`config.mk`:
```
export PLATFORM = sky130hd
export DESIGN_NAME = chg_term_detect
export DESIGN_NICKNAME = d
export VERILOG_FILES = /design/src/rtl/chg_term_pkg.sv /design/src/rtl/chg_period_timer.sv /design/src/rtl/chg_burst_avg.sv /design/src/rtl/chg_volt_drop.sv /design/src/rtl/chg_temp_slope.sv /design/src/rtl/chg_term_detect.sv
export SDC_FILE = /design/constraint.sdc
export NUM_CORES = 1
export LEC_CHECK = 0
export BUFFER_PORTS_ARGS = -buffer_cell sky130_fd_sc_hd__buf_2
export CORE_MARGIN = 3
export CORE_UTILIZATION = 50
export CTS_CLUSTER_DIAMETER = 30
export DETAILED_ROUTE_END_ITERATION = 6
export PLACE_DENSITY_LB_ADDON = 0.1
export SLEW_MARGIN = 20
export SYNTH_ARGS = -nofsm -noshare
export SYNTH_HDL_FRONTEND = slang
export SYNTH_SLANG_ARGS = --single-unit
export TNS_END_PERCENT = 20
```
`constraint.sdc`:
```
create_clock -name clk -period 3.6 [get_ports clk]
set_input_delay 0.36 -clock clk [delete_from_list [all_inputs] [get_ports clk]]
set_output_delay 0.36 -clock clk [all_outputs]
set_load 0.005 [all_outputs]
```
`src/rtl/chg_term_pkg.sv`:
```
package chg_term_pkg;

  typedef enum logic [1:0] {
    VM_OFF  = 2'b00,
    VM_NDV  = 2'b01,
    VM_PEAK = 2'b10,
    VM_OFF2 = 2'b11
  } vmode_e;

  localparam int unsigned LG_PEAK = 5;
  localparam int unsigned LG_NDV  = 4;
  localparam int unsigned LG_TEMP = 4;

  function automatic logic [2:0] volt_lg(input logic [1:0] m);
    return (m == VM_PEAK) ? 3'(LG_PEAK) : 3'(LG_NDV);
  endfunction

endpackage

```
`src/rtl/chg_period_timer.sv`:
```
module chg_period_timer #(
  parameter int unsigned PERIOD_TICKS = 34,
  parameter int unsigned HOLD_BASE    = 2
) (
  input  logic       clk,
  input  logic       rst_n,
  input  logic       tick,
  input  logic       restart,
  input  logic [1:0] hold_sel,
  output logic       period_end,
  output logic       hold_act
);
  localparam int unsigned TW   = (PERIOD_TICKS > 1) ? $clog2(PERIOD_TICKS) : 1;
  localparam int unsigned HMAX = HOLD_BASE * 8;
  localparam int unsigned HW   = $clog2(HMAX + 1);

  logic [TW-1:0] tcnt_q, tcnt_d;
  logic [HW-1:0] hcnt_q, hcnt_d;
  logic [HW-1:0] hlim;

  assign period_end = tick && (tcnt_q == TW'(PERIOD_TICKS - 1));
  assign hlim       = HW'(HOLD_BASE) << hold_sel;
  assign hold_act   = (hcnt_q < hlim);

  always_comb begin
    tcnt_d = tcnt_q;
    hcnt_d = hcnt_q;
    if (restart) begin
      tcnt_d = '0;
      hcnt_d = '0;
    end else if (tick) begin
      if (period_end) begin
        tcnt_d = '0;
        if (hcnt_q != HW'(HMAX)) hcnt_d = hcnt_q + 1'b1;
      end else begin
        tcnt_d = tcnt_q + 1'b1;
      end
    end
  end

  always_ff @(posedge clk or negedge rst_n) begin
    if (!rst_n) begin
      tcnt_q <= '0;
      hcnt_q <= '0;
    end else begin
      tcnt_q <= tcnt_d;
      hcnt_q <= hcnt_d;
    end
  end
endmodule

```
`src/rtl/chg_burst_avg.sv`:
```
module chg_burst_avg #(
  parameter int unsigned DW    = 12,
  parameter int unsigned MAXLG = 5
) (
  input  logic          clk,
  input  logic          rst_n,
  input  logic          clr,
  input  logic          en,
  input  logic [2:0]    lg,
  input  logic [DW-1:0] din,
  output logic          s_vld,
  output logic [DW-1:0] s_val
);
  localparam int unsigned AW = DW + MAXLG;
  localparam int unsigned CW = MAXLG + 1;

  logic [AW-1:0] acc_q, acc_d, acc_sum, acc_sh;
  logic [CW-1:0] cnt_q, cnt_d, cnt_last;
  logic          done_q, done_d;
  logic          vld_d;
  logic [DW-1:0] val_q, val_d;

  assign acc_sum  = acc_q + AW'(din);
  assign acc_sh   = acc_sum >> lg;
  assign cnt_last = (CW'(1) << lg) - 1'b1;

  always_comb begin
    acc_d  = acc_q;
    cnt_d  = cnt_q;
    done_d = done_q;
    vld_d  = 1'b0;
    val_d  = val_q;
    if (clr) begin
      acc_d  = '0;
      cnt_d  = '0;
      done_d = 1'b0;
    end else if (en && !done_q) begin
      if (cnt_q == cnt_last) begin
        acc_d  = '0;
        cnt_d  = '0;
        done_d = 1'b1;
        vld_d  = 1'b1;
        val_d  = acc_sh[DW-1:0];
      end else begin
        acc_d = acc_sum;
        cnt_d = cnt_q + 1'b1;
      end
    end
  end

  always_ff @(posedge clk or negedge rst_n) begin
    if (!rst_n) begin
      acc_q  <= '0;
      cnt_q  <= '0;
      done_q <= 1'b0;
      s_vld  <= 1'b0;
      val_q  <= '0;
    end else begin
      acc_q  <= acc_d;
      cnt_q  <= cnt_d;
      done_q <= done_d;
      s_vld  <= vld_d;
      val_q  <= val_d;
    end
  end

  assign s_val = val_q;
endmodule

```
`src/rtl/chg_volt_drop.sv`:
```
module chg_volt_drop
  import chg_term_pkg::*;
#(
  parameter int unsigned DW      = 12,
  parameter int unsigned THR_PK  = 6,
  parameter int unsigned THR_NDV = 12
) (
  input  logic          clk,
  input  logic          rst_n,
  input  logic          clr,
  input  logic          s_vld,
  input  logic [DW-1:0] s_val,
  input  logic          in_win,
  input  logic [1:0]    mode,
  input  logic          hold_act,
  output logic          term
);
  logic [DW-1:0] peak_q, peak_d;
  logic          pkv_q, pkv_d;
  logic          term_q, term_d;
  logic [DW:0]   s_plus;
  logic          armed;

  assign s_plus = {1'b0, s_val} + ((mode == VM_NDV) ? (DW+1)'(THR_NDV) : (DW+1)'(THR_PK));
  assign armed  = (mode == VM_PEAK) || ((mode == VM_NDV) && !hold_act);

  always_comb begin
    peak_d = peak_q;
    pkv_d  = pkv_q;
    term_d = term_q;
    if (clr) begin
      peak_d = '0;
      pkv_d  = 1'b0;
      term_d = 1'b0;
    end else if (s_vld && in_win) begin
      if (armed && pkv_q && (s_plus <= {1'b0, peak_q})) term_d = 1'b1;
      if (!pkv_q || (s_val > peak_q)) begin
        peak_d = s_val;
        pkv_d  = 1'b1;
      end
    end
  end

  always_ff @(posedge clk or negedge rst_n) begin
    if (!rst_n) begin
      peak_q <= '0;
      pkv_q  <= 1'b0;
      term_q <= 1'b0;
    end else begin
      peak_q <= peak_d;
      pkv_q  <= pkv_d;
      term_q <= term_d;
    end
  end

  assign term = term_q;
endmodule

```
`src/rtl/chg_temp_slope.sv`:
```
module chg_temp_slope #(
  parameter int unsigned DW   = 12,
  parameter int unsigned TTHR = 16
) (
  input  logic          clk,
  input  logic          rst_n,
  input  logic          clr,
  input  logic          s_vld,
  input  logic [DW-1:0] s_val,
  input  logic          in_win,
  input  logic          hold_act,
  output logic          term
);
  logic [DW-1:0] h1_q, h1_d, h2_q, h2_d;
  logic [1:0]    hc_q, hc_d;
  logic          term_q, term_d;
  logic [DW:0]   s_plus;

  assign s_plus = {1'b0, s_val} + (DW+1)'(TTHR);

  always_comb begin
    h1_d   = h1_q;
    h2_d   = h2_q;
    hc_d   = hc_q;
    term_d = term_q;
    if (clr) begin
      h1_d   = '0;
      h2_d   = '0;
      hc_d   = '0;
      term_d = 1'b0;
    end else if (s_vld) begin
      if (in_win && !hold_act && (hc_q == 2'd2) && ({1'b0, h2_q} >= s_plus))
        term_d = 1'b1;
      h2_d = h1_q;
      h1_d = s_val;
      if (hc_q != 2'd2) hc_d = hc_q + 1'b1;
    end
  end

  always_ff @(posedge clk or negedge rst_n) begin
    if (!rst_n) begin
      h1_q   <= '0;
      h2_q   <= '0;
      hc_q   <= '0;
      term_q <= 1'b0;
    end else begin
      h1_q   <= h1_d;
      h2_q   <= h2_d;
      hc_q   <= hc_d;
      term_q <= term_d;
    end
  end

  assign term = term_q;
endmodule

```
`src/rtl/chg_term_detect.sv`:
```
module chg_term_detect
  import chg_term_pkg::*;
#(
  parameter int unsigned ADC_W        = 12,
  parameter int unsigned PERIOD_TICKS = 34,
  parameter int unsigned HOLD_BASE    = 2,
  parameter int unsigned VTHR_PK      = 6,
  parameter int unsigned VTHR_ND      = 12,
  parameter int unsigned TTHR         = 16
) (
  input  logic             clk,
  input  logic             rst_n,
  input  logic             tick,
  input  logic             phase_start,
  input  logic             meas_vld,
  input  logic             meas_chan,
  input  logic [ADC_W-1:0] meas_data,
  input  logic [1:0]       vmode,
  input  logic [1:0]       hold_sel,
  input  logic             v_in_win,
  input  logic             t_in_win,
  output logic             v_term,
  output logic             t_term
);
  localparam int unsigned NCH = 2;

  logic             rs_q1, rs_q2, rst_s_n;
  logic             period_end, hold_act, burst_clr;
  logic [NCH-1:0]   smp_vld;
  logic [ADC_W-1:0] smp_val [NCH];
  logic [2:0]       ch_lg   [NCH];

  always_ff @(posedge clk or negedge rst_n) begin
    if (!rst_n) begin
      rs_q1 <= 1'b0;
      rs_q2 <= 1'b0;
    end else begin
      rs_q1 <= 1'b1;
      rs_q2 <= rs_q1;
    end
  end
  assign rst_s_n = rs_q2;

  chg_period_timer #(.PERIOD_TICKS(PERIOD_TICKS), .HOLD_BASE(HOLD_BASE)) u_timer (
    .clk(clk), .rst_n(rst_s_n), .tick(tick), .restart(phase_start),
    .hold_sel(hold_sel), .period_end(period_end), .hold_act(hold_act)
  );

  assign burst_clr = phase_start || period_end;
  assign ch_lg[0]  = volt_lg(vmode);
  assign ch_lg[1]  = 3'(LG_TEMP);

  for (genvar c = 0; c < NCH; c++) begin : g_ch
    chg_burst_avg #(.DW(ADC_W), .MAXLG(LG_PEAK)) u_avg (
      .clk(clk), .rst_n(rst_s_n), .clr(burst_clr),
      .en(meas_vld && (meas_chan == 1'(c))),
      .lg(ch_lg[c]), .din(meas_data),
      .s_vld(smp_vld[c]), .s_val(smp_val[c])
    );
  end

  chg_volt_drop #(.DW(ADC_W), .THR_PK(VTHR_PK), .THR_NDV(VTHR_ND)) u_vdrop (
    .clk(clk), .rst_n(rst_s_n), .clr(phase_start),
    .s_vld(smp_vld[0]), .s_val(smp_val[0]), .in_win(v_in_win),
    .mode(vmode), .hold_act(hold_act), .term(v_term)
  );

  chg_temp_slope #(.DW(ADC_W), .TTHR(TTHR)) u_tslope (
    .clk(clk), .rst_n(rst_s_n), .clr(phase_start),
    .s_vld(smp_vld[1]), .s_val(smp_val[1]), .in_win(t_in_win),
    .hold_act(hold_act), .term(t_term)
  );
endmodule

```
==> results of run 1 <==
[layer usage]
layer  vias to the layer above  global-route usage  part of all wire
li1                       2910                   -                 -
met1                      2925               0.295              0.48
met2                       116               0.333              0.45
met3                        36              0.0463             0.037
met4                         0              0.0762             0.025
met5                         -                   0                 0
[cells by family after synthesis]
| family | after synthesis | synth area share |
|---|---|---|
| fa+ha+maj | 76 | 0.125 |
| simple gates | 227 | 0.140 |
| other cells | 1 | 0.000485 |
| xor+xnor | 53 | 0.0600 |
| buf+inv | 65 | 0.0351 |
| flops | 127 | 0.411 |
| mux | 29 | 0.0382 |
| compound gates | 209 | 0.191 |
[final cells by class]
class,count,area (um^2)
inverter,42,163
fill,1298,6040
timing repair buffer,35,203
clock inverter,14,259
multi-input combinational,595,4290
sequential,127,3180
clock buffer,18,439
tap,184,230
[synthesized netlist by cell type (all sizes together) (7+ instances only)]
library cell	n	area share
mux2i	25	0.032
a21o	18	0.017
o211ai	8	0.0084
nand3	18	0.012
nand4	11	0.0089
nor2	75	0.036
and3	7	0.0057
xor2	21	0.024
nor3	12	0.0084
a22o	32	0.036
o21a	10	0.0097
buf	9	0.0073
clkbuf	14	0.0068
xnor2	32	0.036
ha	74	0.12
dfrtp	127	0.41
a21oi	46	0.030
nand2	69	0.034
o31ai	7	0.0092
o21ai	44	0.028
inv	41	0.020
[final timing paths]
kind / startpoint / slack, ps / end
max in group asynchronous: rs_q2$_DFF_PN0_ / 2110 / u_timer.hcnt_q[1]$_DFFE_PN0P_
worst min-delay path: v_in_win / 220 / u_vdrop.pkv_q$_DFFE_PN0P_
worst max-delay path: g_ch[0].u_avg.s_val[3]$_DFFE_PN0P_ / 870 / u_vdrop.term$_DFFE_PN0P_
worst max register to register: g_ch[0].u_avg.s_val[3]$_DFFE_PN0P_ / 870 / u_vdrop.term$_DFFE_PN0P_
worst min register to register: rs_q1$_DFF_PN0_ / 350 / rs_q2$_DFF_PN0_
min in group asynchronous: rst_n / 250 / rs_q2$_DFF_PN0_
[per-stage QoR]
step                cells  cell area [um^2]
floorplan             787              7740
CTS                  1015              8760
detailed placement    982              8060
global placement      982              8060
finish               1015              8760
global route         1015              8760
[worst max-delay path, cell delays in order (launching register included)]
cell and delay [ps]:
dfrtp_1 440, ha_1 360, o21a_1 130, o211ai_1 390, nor2_1 120, xnor2_1 150
ha_1 310, a21o_1 200, a21oi_1 160, o21a_1 150, o211ai_1 80, a31oi_1 160
[registers in the layout (all words and copies together) (netlist names), 2 cells and up]
signal	flops
g_ch.u_avg.cnt_q	12
g_ch.u_avg.s_val	24
g_ch.u_avg.s_vld	2
u_timer.tcnt_q	6
u_tslope.h2_q	12
g_ch.u_avg.acc_q	33
u_tslope.h1_q	12
u_vdrop.peak_q	12
u_timer.hcnt_q	5
g_ch.u_avg.done_q	2
u_tslope.hc_q	2
[power by group]
part	switching (uW)	total [uW]	internal (uW)
Clock	662	2050	1390
Sequential	36.2	1490	1460
Combinational	228	366	138
Total	926	3910	2980
==> results.toml, run 1 <==
[job]
cap_violations = 0

[critical_path]
crit_path_end_kind = "flip-flop"
cp_max_fo = 4
critPathKind = "flip-flop to flip-flop"
ff2ff_path_depth = 11
critical_path_arrival_ps = 3070
startpoint_type = "flip-flop"
required_ps = 3940

[finish]
fin_util = 0.592
final_common_cell = "dfrtp_1"
n_antenna_cell = 0
layout_common_cells = "dfrtp_1 (126), nor2_1 (75), ha_1 (74), nand2_1 (68), a21oi_1 (46)"
drive_above_1_share = 0.111
syn2layout_area_growth_pct = 13.3
nets = 918

[cts]
cts-resized-gates = 0
cts_root_buf = "clkbuf_16"
htreeDepth = 4
cts_setup_buffers = 0
clock_sinks = 127
clk_path_buf_depth = 2
cts_buffers = 17
path_clk_slew_ps = 60
cts_hold_buffers = 1
clock_latency_ps = 420
cts_tree = "done"

[routing]
ant_nets = 0
routed-via-count = 5987
wl_mm = 16.8
drc = 0
wl_per_cell_um = 16.6
drt_pass1_iterations = 6
drt_iter0_markers = 370
vias_per_cell = 5.90

[sta]
fin_ws_ps = 871
hold_slack_ps = 218
fin_tns_setup_ps = 0
skew_ps = 9.28
slew_headroom = 0.382
report.final.slew_viol_count = 0
hold_viol = 0
max_freq_ghz = 0.366
period_share = 0.758
grt_setup_unrepaired = "false"
setup_viol = 0
finalCriticalPeriod_ps = 2730
tightest_slew_ps = 926

[global_route]
grt_max_degree = 68
grt_usage = 0.213
globalRoute.totalOverflow = 0
grt_antenna_before_repair = 0
grt_pass1_vias = 5946
grt_pass1_wl_mm = 28.6

[status]
status = "completed"

[synth]
syn_area_um2 = 7740
avgSynthCellArea_um2 = 9.83
synth_cell_types = 71
synthArstFlopShare = 1.00
syn-num-nets = 887
synth_seq_cells = 127
syn_inst = 787
yosysSeqAreaShare = 0.411
synth_flop_cell = "dfrtp_1"
synth_edf_count = 0
yosysWarningCount = 0

[die]
rows = 44
die_h_um = 130
initial_core_util = 0.523
io_pins = 26
core_region_area_um2 = 14800
die_x_um = 130
dieArea_um2 = 17000

[worst_hold_path]
holdPathStages = 3
worst_hold_path_type = "input pin to flip-flop"

[pwr]
p_leak_uw = 0.00409
peakVddDrop_mv = 0.370
p_per_area_nw_per_um2 = 446
power.total_uw = 3910

[placement]
port_buffers = 25
hpwl_mm = 12.2
pre_cts_ws_ps = 685
place_congestion = 0.869
(Power assumes the default switching activity.)
==> run 2: changes to the inputs <==
--- a/config.mk
+++ b/config.mk
@@ -5,6 +5,7 @@
 export SDC_FILE = /design/constraint.sdc
 export NUM_CORES = 1
 export LEC_CHECK = 0
+export ABC_AREA = 1
 export BUFFER_PORTS_ARGS = -buffer_cell sky130_fd_sc_hd__buf_2
 export CORE_MARGIN = 3
 export CORE_UTILIZATION = 50
==> constraint.sdc (replaced) <==
create_clock -name clk -period 2.3 [get_ports clk]
set_input_delay 0.23 -clock clk [delete_from_list [all_inputs] [get_ports clk]]
set_output_delay 0.23 -clock clk [all_outputs]
set_load 0.005 [all_outputs]
==> run 2 against run 1 <==
  * Flip-flop and latch count unchanged
  * Register-to-register slack worse by 870 ps
  * Critical path type unchanged
  * Non-clock buffer count up 23
  * Core utilization up 0.33 points
  * Critical path depth up 5
  * Clock skew about the same
  * Via count up 15%
  * Hold slack worse by 120 ps
  * Critical endpoint unchanged
  * First-iteration DRC count up 35%
  * Global-route usage up 1.2 points
  * Synthesized cell count up 36%
  * Largest cell class unchanged
==> results.toml, run 2 <==
[placement]
placed_cells = 1320
hpwl_mm = 13.9
place_congestion = 0.864
pre_cts_ws_ps = -372
port_buffers = 25

[synth]
avgSynthCellArea_um2 = 7.61
synthMuxAreaShare = 0
synthAdderAreaFrac = 0.118
yosysSeqAreaShare = 0.389
synth_compound_area_frac = 0.0937
netlist_top_cells_count = "nand2_1 (293), inv_1 (144), dfrtp_1 (127)"
synthArstFlopShare = 1.00
synth_flop_cell = "dfrtp_1"
syn_inst = 1072
synth_top_family_by_area = "simple AND/OR/NAND/NOR gates"
synthXorXnorAreaFrac = 0.0333
synthSimpleGateAreaFrac = 0.281
yosysMostFrequentCell = "nand2_1"
yosysWarningCount = 0
synth_edf_count = 0
synth_top_area_share = 0.389
syn_area_um2 = 8160
synth_seq_cells = 127
synth_area_leader_cell = "dfrtp_1"
yosys-top-cells-area = "dfrtp_1 (39%), nand2_1 (13%), ha_1 (11%)"
syn-num-nets = 1172
synth_cell_types = 42

[routing]
wl_met3_um = 690
wl_met2_mm = 8.36
wl_mm = 19.0
routed-via-count = 6883
drt-met1-wl_mm = 9.71
ant_nets = 0
drc = 0
vias_per_cell = 5.08
dr.max_layer_used = "met4"
drt_pass1_iterations = 5
drt_iter0_markers = 501
wl_per_cell_um = 14.0

[cts]
clock_latency_ps = 430
clock_sinks = 127
cts_buffers = 17
cts_root_buf = "clkbuf_16"
cts_tree = "done"
path_clk_slew_ps = 50
clk_path_buf_depth = 2
htreeDepth = 4

[die]
io_pins = 26
dieArea_um2 = 17900
core_region_area_um2 = 15900
die_x_um = 134
die_h_um = 134
rows = 46
initial_core_util = 0.512

[sta]
setup_viol = 0
finalCriticalPeriod_ps = 2300
grt_setup_unrepaired = "true"
max_freq_ghz = 0.436
skew_ps = 9.64
report.final.slew_viol_count = 0
fin_tns_setup_ps = 0
fin_ws_ps = 4.64
hold_viol = 0
tightest_slew_ps = 665
period_share = 0.998
slew_headroom = 0.555

[critical_path]
cp_max_fo = 3
path_delay_family = "simple AND/OR/NAND/NOR gates"
cp_slowest_stage_delay_ps = 400
cpMaxStageDelayCell = "dfrtp_1"
critical_path_arrival_ps = 2640
cp-startpoint = "g_ch[0].u_avg.s_val[1]$_DFFE_PN0P_"
required_ps = 2650
critPathKind = "flip-flop to flip-flop"
cp_num_buf_inv = 4
critical_path.cell_chain = "ha_4, inv_2, ha_4, inv_2, a21oi_4, inv_2, nand4_1, xor2_1, inv_1, ha_4, nand2_4, nor3_2, nand4_1, nand2_1, nand3_1, a21oi_1"
startpoint_type = "flip-flop"
crit_path_end_kind = "flip-flop"
reg2reg_from = "g_ch[0].u_avg.s_val[1]$_DFFE_PN0P_"

[global_route]
grt_max_degree = 94
grt_pass1_vias = 6611
grt_antenna_before_repair = 0
grt_usage = 0.225
grt_pass1_wl_mm = 32.4
globalRoute.totalOverflow = 0

[worst_hold_path]
hold_start = "v_in_win"
worst_hold_path_type = "input pin to flip-flop"

[finish]
drive_above_1_share = 0.113
fin_util = 0.595
syn2layout_area_growth_pct = 16.3
n_fill_cell = 1444
final_common_cell = "nand2_1"
largest_register = "g_ch.u_avg.acc_q"
layout_common_cells = "nand2_1 (290), inv_1 (140), dfrtp_1 (126), nand3_1 (115), ha_1 (69)"
final_cells = 1355
n_antenna_cell = 0
nets = 1226
largest_reg_flops = 33

[pwr]
p_per_area_nw_per_um2 = 716
p_leak_uw = 0.00497
peakVddDrop_mv = 0.568

[status]
status = "completed"

[job]
cap_violations = 0
## run 2: logic make-up after synthesis
kind of cell / after synthesis
fa+ha+maj: 76
buf+inv: 173
xor+xnor: 31
flops: 127
simple gates: 522
compound gates: 142
other cells: 1
## run 2: power breakdown
part	total, uW	internal [uW]	switching (uW)
clock	3030	1980	1050
sequential	2460	2360	96.6
combinational	1300	468	834
total	6790	4810	1980
## run 2: path summary, 6_finish.rpt
kind	to	slack [ps]	cells past startpoint
max	u_vdrop.term$_DFFE_PN0P_	5	16
min in group asynchronous	rs_q2$_DFF_PN0_	110	2
max in group asynchronous	u_vdrop.peak_q[4]$_DFFE_PN0P_	1510	1
min reg2reg	rs_q2$_DFF_PN0_	350	0
max reg2reg	u_vdrop.term$_DFFE_PN0P_	5	16
min	u_vdrop.pkv_q$_DFFE_PN0P_	100	3
## run 2: timing repair
action,CTS,global route
gates cloned,0,0
buffers inserted,0,2
endpoints found under the hold margin,2,0
hold buffers,1,0
gates resized for setup,6,18
endpoints found under the setup margin,1,6
pin swaps,1,11
## run 2: per-layer routing
metal / GRT usage / vias up
li1: - / 3598
met1: 0.331 / 3153
met2: 0.338 / 115
met3: 0.0487 / 17
met4: 0.0600 / 0
met5: 0 / -
## run 2: stage by stage
step	hold slack [ps]	instance area, um^2	total power [uW]
after floorplan	-65.6	8160	3430
after global placement	17.3	8680	3770
after detailed placement	20.1	8680	3770
after CTS	80.2	9380	6830
after global routing	97.6	9490	7170
final	95.4	9490	6790
## run 2: layout make-up
type	count	area, um^2	share of cell area
well taps	216	270	0.0285
clock inverters	13	209	0.0220
clock buffers	19	453	0.0477
inverters	150	566	0.0596
repair buffers	58	388	0.0409
multi-input cells	772	4420	0.466
flip-flops and latches	127	3180	0.335
## run 2: worst min-delay path: stages
cell and delay, ps:
buf_2 100, nand2_1 80, a21oi_1 70
